### src/rtl/tmr_tick_pkg.sv
// Shared constants and helpers for the timer tick generator.
// Assumes two channel groups and 4-bit per-channel select codes.
package tmr_tick_pkg;
    localparam int SEL_W = 4;
    localparam int NUM_GRP = 2;

    localparam logic [SEL_W-1:0] SEL_DIV2 = 4'd0;
    localparam logic [SEL_W-1:0] SEL_DIV4 = 4'd1;
    localparam logic [SEL_W-1:0] SEL_DIV8 = 4'd2;
    localparam logic [SEL_W-1:0] SEL_DIV16 = 4'd3;
    localparam logic [SEL_W-1:0] SEL_EXT = 4'd4;
    localparam logic [SEL_W-1:0] SEL_DIV1 = 4'd5;

    // Group that a channel belongs to, given the size of group 0.
    function automatic int grp_of(input int ch, input int grp0_ch);
        return (ch < grp0_ch) ? 0 : 1;
    endfunction
endpackage

### src/rtl/tmr_regs.sv
// Holding registers for the prescaler and select words, with readback.
// Assumes DATA_W covers both 2*PRE_W and NUM_CH*SEL_W bits.
module tmr_regs
    import tmr_tick_pkg::*;
#(
    parameter int NUM_CH = 5,
    parameter int PRE_W  = 8,
    parameter int DATA_W = 32
) (
    input  logic                            clk,
    input  logic                            rst_n,
    input  logic                            wr_en,
    input  logic                            wr_addr,
    input  logic [DATA_W-1:0]               wr_data,
    input  logic                            rd_addr,
    output logic [DATA_W-1:0]               rd_data,
    output logic [NUM_GRP-1:0][PRE_W-1:0]   pre_hold,
    output logic [NUM_CH-1:0][SEL_W-1:0]    sel_hold
);
    localparam int PRE_BITS = NUM_GRP * PRE_W;
    localparam int SEL_BITS = NUM_CH * SEL_W;

    logic [PRE_BITS-1:0] pre_reg;
    logic [SEL_BITS-1:0] sel_reg;

    // Capture writes into the addressed holding register.
    always_ff @(posedge clk) begin
        if (!rst_n) begin
            pre_reg <= '0;
            sel_reg <= '0;
        end else if (wr_en) begin
            if (!wr_addr) pre_reg <= wr_data[PRE_BITS-1:0];
            else          sel_reg <= wr_data[SEL_BITS-1:0];
        end
    end

    // Return the addressed register, zero-filled above its fields.
    always_comb begin
        rd_data = '0;
        if (!rd_addr) rd_data[PRE_BITS-1:0] = pre_reg;
        else          rd_data[SEL_BITS-1:0] = sel_reg;
    end

    for (genvar g = 0; g < NUM_GRP; g++) begin : g_pre
        assign pre_hold[g] = pre_reg[g*PRE_W +: PRE_W];
    end
    for (genvar c = 0; c < NUM_CH; c++) begin : g_sel
        assign sel_hold[c] = sel_reg[c*SEL_W +: SEL_W];
    end
endmodule

### src/rtl/tmr_prescaler.sv
// Group prescaler: wraps every (active value + 1) cycles and loads the held
// value at each wrap. Assumes the held value may change at any time.
module tmr_prescaler #(
    parameter int PRE_W = 8
) (
    input  logic             clk,
    input  logic             rst_n,
    input  logic [PRE_W-1:0] hold_val,
    output logic             wrap,
    output logic [PRE_W-1:0] cnt,
    output logic [PRE_W-1:0] act_val
);
    assign wrap = (cnt == act_val);

    // Count up to the active value, then restart and adopt the held value.
    always_ff @(posedge clk) begin
        if (!rst_n) begin
            cnt     <= '0;
            act_val <= '0;
        end else if (wrap) begin
            cnt     <= '0;
            act_val <= hold_val;
        end else begin
            cnt <= cnt + 1'b1;
        end
    end
endmodule

### src/rtl/tmr_ext_sync.sv
// Two-flop synchronizer plus rising-edge detector for one external clock.
// Assumes the external clock is slower than half the system clock.
module tmr_ext_sync (
    input  logic clk,
    input  logic rst_n,
    input  logic ext_in,
    output logic rise
);
    logic [2:0] sh;

    // Shift the asynchronous input through the synchronizer and history flop.
    always_ff @(posedge clk) begin
        if (!rst_n) sh <= '0;
        else        sh <= {sh[1:0], ext_in};
    end

    assign rise = sh[1] & ~sh[2];
endmodule

### src/rtl/tmr_chan_div.sv
// Per-channel source select and power-of-two divider. The select code is
// adopted at the group wrap; a changed code restarts the divide count.
module tmr_chan_div
    import tmr_tick_pkg::*;
#(
    parameter bit HAS_DIV1 = 1'b0
) (
    input  logic             clk,
    input  logic             rst_n,
    input  logic             pre_wrap,
    input  logic             ext_rise,
    input  logic [SEL_W-1:0] sel_hold,
    output logic [SEL_W-1:0] act_sel,
    output logic             tick
);
    logic [3:0] dcnt;
    logic [3:0] mask;
    logic       tick_nxt;

    // Decode which divide-count bits must all be set for a tick.
    always_comb begin
        case (act_sel)
            SEL_DIV2:  mask = 4'b0001;
            SEL_DIV4:  mask = 4'b0011;
            SEL_DIV8:  mask = 4'b0111;
            SEL_DIV16: mask = 4'b1111;
            default:   mask = 4'b0000;
        endcase
    end

    // Pick the tick source for the active code; reserved codes stay silent.
    always_comb begin
        case (act_sel)
            SEL_DIV2, SEL_DIV4, SEL_DIV8, SEL_DIV16:
                tick_nxt = pre_wrap && ((dcnt & mask) == mask);
            SEL_EXT:  tick_nxt = ext_rise;
            SEL_DIV1: tick_nxt = HAS_DIV1 && pre_wrap;
            default:  tick_nxt = 1'b0;
        endcase
    end

    // Register the tick and advance or reload the divider at each group wrap.
    always_ff @(posedge clk) begin
        if (!rst_n) begin
            act_sel <= '0;
            dcnt    <= '0;
            tick    <= 1'b0;
        end else begin
            tick <= tick_nxt;
            if (pre_wrap) begin
                if (sel_hold != act_sel) begin
                    act_sel <= sel_hold;
                    dcnt    <= '0;
                end else begin
                    dcnt <= dcnt + 1'b1;
                end
            end
        end
    end
endmodule

### src/rtl/tmr_tick_gen.sv
// Timer tick generator top: two group prescalers, two external clock
// synchronizers and one divider/select stage per channel.
// Assumes a single clock domain apart from the ext_clk inputs.
module tmr_tick_gen
    import tmr_tick_pkg::*;
#(
    parameter int NUM_CH   = 5,
    parameter int GRP0_CH  = 2,
    parameter int PRE_W    = 8,
    parameter int DATA_W   = 32,
    parameter bit HAS_DIV1 = 1'b0
) (
    input  logic              clk,
    input  logic              rst_n,
    input  logic              wr_en,
    input  logic              wr_addr,
    input  logic [DATA_W-1:0] wr_data,
    input  logic              rd_addr,
    output logic [DATA_W-1:0] rd_data,
    input  logic [1:0]        ext_clk,
    output logic [NUM_CH-1:0] tick
);
    logic [NUM_GRP-1:0][PRE_W-1:0] pre_hold;
    logic [NUM_GRP-1:0][PRE_W-1:0] pre_cnt;
    logic [NUM_GRP-1:0][PRE_W-1:0] pre_act;
    logic [NUM_GRP-1:0]            pre_wrap;
    logic [NUM_GRP-1:0]            ext_edge;
    logic [NUM_CH-1:0][SEL_W-1:0]  sel_hold;
    logic [NUM_CH-1:0][SEL_W-1:0]  ch_sel;

    tmr_regs #(.NUM_CH(NUM_CH), .PRE_W(PRE_W), .DATA_W(DATA_W)) u_regs (
        .clk(clk), .rst_n(rst_n), .wr_en(wr_en), .wr_addr(wr_addr),
        .wr_data(wr_data), .rd_addr(rd_addr), .rd_data(rd_data),
        .pre_hold(pre_hold), .sel_hold(sel_hold)
    );

    for (genvar g = 0; g < NUM_GRP; g++) begin : g_grp
        tmr_prescaler #(.PRE_W(PRE_W)) u_pre (
            .clk(clk), .rst_n(rst_n), .hold_val(pre_hold[g]),
            .wrap(pre_wrap[g]), .cnt(pre_cnt[g]), .act_val(pre_act[g])
        );
        tmr_ext_sync u_sync (
            .clk(clk), .rst_n(rst_n), .ext_in(ext_clk[g]), .rise(ext_edge[g])
        );
    end

    for (genvar c = 0; c < NUM_CH; c++) begin : g_ch
        localparam int G = grp_of(c, GRP0_CH);
        tmr_chan_div #(.HAS_DIV1(HAS_DIV1)) u_div (
            .clk(clk), .rst_n(rst_n), .pre_wrap(pre_wrap[G]),
            .ext_rise(ext_edge[G]), .sel_hold(sel_hold[c]),
            .act_sel(ch_sel[c]), .tick(tick[c])
        );
    end
endmodule

### config.mk
export PLATFORM = sky130hd
export DESIGN_NAME = tmr_tick_gen
export DESIGN_NICKNAME = d
export VERILOG_FILES = /design/src/rtl/tmr_tick_pkg.sv /design/src/rtl/tmr_regs.sv /design/src/rtl/tmr_prescaler.sv /design/src/rtl/tmr_ext_sync.sv /design/src/rtl/tmr_chan_div.sv /design/src/rtl/tmr_tick_gen.sv
export SDC_FILE = /design/constraint.sdc
export NUM_CORES = 1
export LEC_CHECK = 0
export ABC_AREA = 1
export BUFFER_PORTS_ARGS = -buffer_cell sky130_fd_sc_hd__buf_4
export CAP_MARGIN = 20
export CORE_UTILIZATION = 63
export DETAILED_ROUTE_END_ITERATION = 16
export HOLD_SLACK_MARGIN = 0.05
export PLACE_DENSITY = 0.86
export SYNTH_ARGS = -nofsm -noshare
export SYNTH_HDL_FRONTEND = slang
export SYNTH_HIERARCHICAL = 1
export SYNTH_SLANG_ARGS = --single-unit
### constraint.sdc
create_clock -name clk -period 2.3 [get_ports clk]
set_input_delay 0 -clock clk [delete_from_list [all_inputs] [get_ports clk]]
set_output_delay 0 -clock clk [all_outputs]
set_load 0.01 [all_outputs]
==> metrics list <==
* Fmax achieved: 461 MHz
- The worst setup path is captured at a flop.
- Adding up every negative setup slack in the final design gives 0 ps.
- In this run the static leakage power is ~3.6 nW.
* Net count of the finished layout: about 1,100
- The region available for standard cell placement spans 9420 sq um.
- Gr busiest metal: met2
* Setup violations, final: 0
- Antenna Cells: 0
- Clock tree synthesis inserted a total of 17 buffers.
- The Yosys step of the flow raised 6 warnings.
- The synthesized netlist occupies a cell area of 6210 sq um.
- Leaving out fill and tap cells, the most frequent cell in the layout is sky130_fd_sc_hd__nand2_1.
- The library cells used most frequently in the layout, excluding fill and tap cells, are sky130_fd_sc_hd__nand2_1 (215), sky130_fd_sc_hd__inv_1 (140), sky130_fd_sc_hd__nor2_1 (124).
* Post-DP HPWL: 8610 um
* I/O pins: 76
- TritonCTS clock tree: built
* Die Outline Area: 10,300 sq um
* Number of instances in the synthesized netlist: just over 900
- Relative slew margins: 42.2%
- In this run the worst hold path is classified as in2reg.
- Initial antenna violation count: 0
- Crit path required time: 2710 ps
* Worst IR drop on VDD: 0.650 mV
- The completed layout was analyzed and its total power is ~9.1 mW.
- Using the TritonRoute via totals, the vias-per-cell ratio works out to 5.28.
* Outcome: finished clean
* RSZ-0062 raised after global routing: no
- Port buffering added 51 buffers.
* Final Routed Wirelength: 16,500 um
- The initial utilization of the core area, before any placement, comes to 66.0%.
- From left edge to right edge, the die measures 101 um.
- After detailed placement, the design holds a cell count of 1,069.
- The tool flagged a number of max-cap violations equal to 0.
- Fraction of the cycle the final worst path needs: 94.2%
- Final Hold Fails: 0
- The worst setup path is launched from an input port.
* Classification of the worst setup path: in2reg
- Filler-free cell count of the finished design: between 1,000 and 1,500
- Transition time at the pin with the least slew margin: 864 ps
* Post-synth cell types: 29
- M1 GR Usage: ~39%
- Data on the critical path arrives at its endpoint at 2570 ps.
* TritonRoute pass-1 iters: 5
- Mean routed wirelength per cell: between 10 and 15 um
- Once the clock tree was built, the resizer swapped 0 gates to a different size.
* Area share of the leading cell type in the synthesized netlist: 38.3%
* Largest fanout of any net on the critical path: 23
- From bottom edge to top edge, the die measures 101 um.
- Of all cell types, the one taking the most synthesized area is sky130_fd_sc_hd__dfxtp_1.
- Aggregate global-route resource usage: about a third
- The clock passes through at most 2 buffers.
- CTS Sinks: roughly 120
- In the routed design, unresolved DRC markers number 0.
- Clock slew seen by the registers of the worst setup and hold paths: 60 ps
- PwrDens: 1170 nW/um^2
- Vias in the first global route: 5,932
- Number of slew-limit violations in the final report: 0
* Final-layout worst hold slack: around 150 ps
- A synthesized cell averages between 6 and 7 sq um.
- CTS H-Tree Depth: 4
- Global routing used 6.14% of the available met3 tracks.
* Number of nets with antenna violations after routing: 0
* GRT met2 Usage: 58.5%
- After floorplanning, the core was divided into 35 placement rows.
- Portion of the post-synthesis area used by sequential elements: 38.3%
* Synthesized flop and latch total: 119
* Top cells by area, synth: sky130_fd_sc_hd__dfxtp_1 (38%), sky130_fd_sc_hd__nand2_1 (13%), sky130_fd_sc_hd__inv_1 (8.5%)
- Area growth syn-to-layout: 25.7%
- Counting I/O delays and the setup requirement, the final critical path takes around 2200 ps.
* Wire length of the first global-routing pass: 26,700 um
- Clock Skews: 10.3 ps
- Total via count in the routed design: 6,108
- Routability cong.: 0.847
- The post-route netlist has 14.8% of its cells at a drive strength greater than 1.
- Clock latency on the worst-skew pair, taken at its later pin, is ~520 ps.
* Clk Tree Root Cell: sky130_fd_sc_hd__clkbuf_8
- Entering global routing, the biggest net connects 49 pins.
- Number of design-rule violations left by the first detailed-router iteration: 363
- For this run the aggregate overflow at the end of global routing stands at 0.
power by group:
group | leakage (nW) | internal (mW) | total (mW) | switching [mW]
clock | 0.311 | 1.93 | 2.88 | 0.957
sequential | 0.972 | 2.39 | 2.70 | 0.313
combinational | 2.35 | 1.32 | 3.56 | 2.24
total | 3.64 | 5.63 | 9.14 | 3.51
routing by layer:
layer,part of all wire [%],vias up,routed length [um]
li1,-,2985,-
met1,40,2784,6630
met2,50,275,8180
met3,6.2,64,1030
met4,3.9,0,645
met5,0,-,0
what timing repair did:
action / CTS / global route
hold buffers: 56 / 0
buffers inserted: 0 / 0
endpoints found under the hold margin: 56 / 0
per-stage QoR:
step | setup WS (ps) | instance area [sq um] | util [%]
floorplan | 823 | 6250 | -
global placement | 507 | 6610 | 70.2
detailed placement | 488 | 6610 | 70.2
CTS | 405 | 7810 | 83.0
global route | 139 | 7810 | 83.0
finish | 132 | 7810 | 83.0
state kept, by name (all words and copies together) (netlist names):
register,flops
g_ch.u_div/act_sel,20
g_ch.u_div/dcnt,20
g_ch.u_div/tick,5
g_grp.u_pre/act_val,16
g_grp.u_pre/cnt,16
g_grp.u_sync/sh,6
u_regs/pre_hold,16
u_regs/sel_hold,20
final timing paths:
path	endpoint	from	depth (start not counted)	slack [ps]
max	u_regs/sel_hold[6]	wr_addr	6	130
min	u_regs/pre_hold[13]	wr_en	5	150
max reg2reg	g_ch[2].u_div/act_sel[1]	g_grp[1].u_pre/cnt[4]	9	390
min reg2reg	g_grp[1].u_sync/sh[1]	g_grp[1].u_sync/sh[0]	2	410
layout make-up:
class	instances	area (sq um)
flip-flops and latches	119	2380
inverters	162	608
well taps	129	161
repair buffers	115	1000
multi-input cells	600	3010
clock inverters	12	198
fillers	567	1610
clock buffers	20	445
synthesized netlist by cell type:
cell type	n
sky130_fd_sc_hd__ha_1	7
sky130_fd_sc_hd__buf_1	2
sky130_fd_sc_hd__inv_2	22
sky130_fd_sc_hd__buf_2	18
sky130_fd_sc_hd__nand2_2	4
sky130_fd_sc_hd__inv_1	140
sky130_fd_sc_hd__clkbuf_1	2
sky130_fd_sc_hd__nor2_1	124
sky130_fd_sc_hd__nand4_1	10
sky130_fd_sc_hd__nand2_4	4
sky130_fd_sc_hd__nor2_2	16
sky130_fd_sc_hd__dfxtp_1	119
sky130_fd_sc_hd__conb_1	1
sky130_fd_sc_hd__nor3b_2	5
sky130_fd_sc_hd__buf_6	5
sky130_fd_sc_hd__nor3_1	5
sky130_fd_sc_hd__a22oi_1	5
sky130_fd_sc_hd__buf_4	12
sky130_fd_sc_hd__xnor2_1	8
sky130_fd_sc_hd__o21ai_0	41
sky130_fd_sc_hd__nand2_1	215
sky130_fd_sc_hd__xor2_1	10
sky130_fd_sc_hd__a21oi_1	50
sky130_fd_sc_hd__o2111ai_1	5
sky130_fd_sc_hd__o21ai_4	2
sky130_fd_sc_hd__mux2i_1	20
sky130_fd_sc_hd__nand3_1	48
sky130_fd_sc_hd__nor2_4	7
sky130_fd_sc_hd__nor2_8	2
critical path: stages:
cell	delay (ps)
sky130_fd_sc_hd__buf_4	300
sky130_fd_sc_hd__nand2_1	600
sky130_fd_sc_hd__o21ai_0	430
sky130_fd_sc_hd__dlygate4sd3_1	630
sky130_fd_sc_hd__nor2_1	50
sky130_fd_sc_hd__dlygate4sd3_1	550
logic make-up after synthesis:
logic type,synth area share (%)
adders and majority gates,1.41
other,0.0604
muxes,3.22
buffers and inverters,13.8
AOI/OAI and AO/OA,9.16
and+or+nand+nor,31.4
DFF,38.3
xor gates and xnor gates,2.54
No activity file was read; power rests on OpenSTA's default activity.
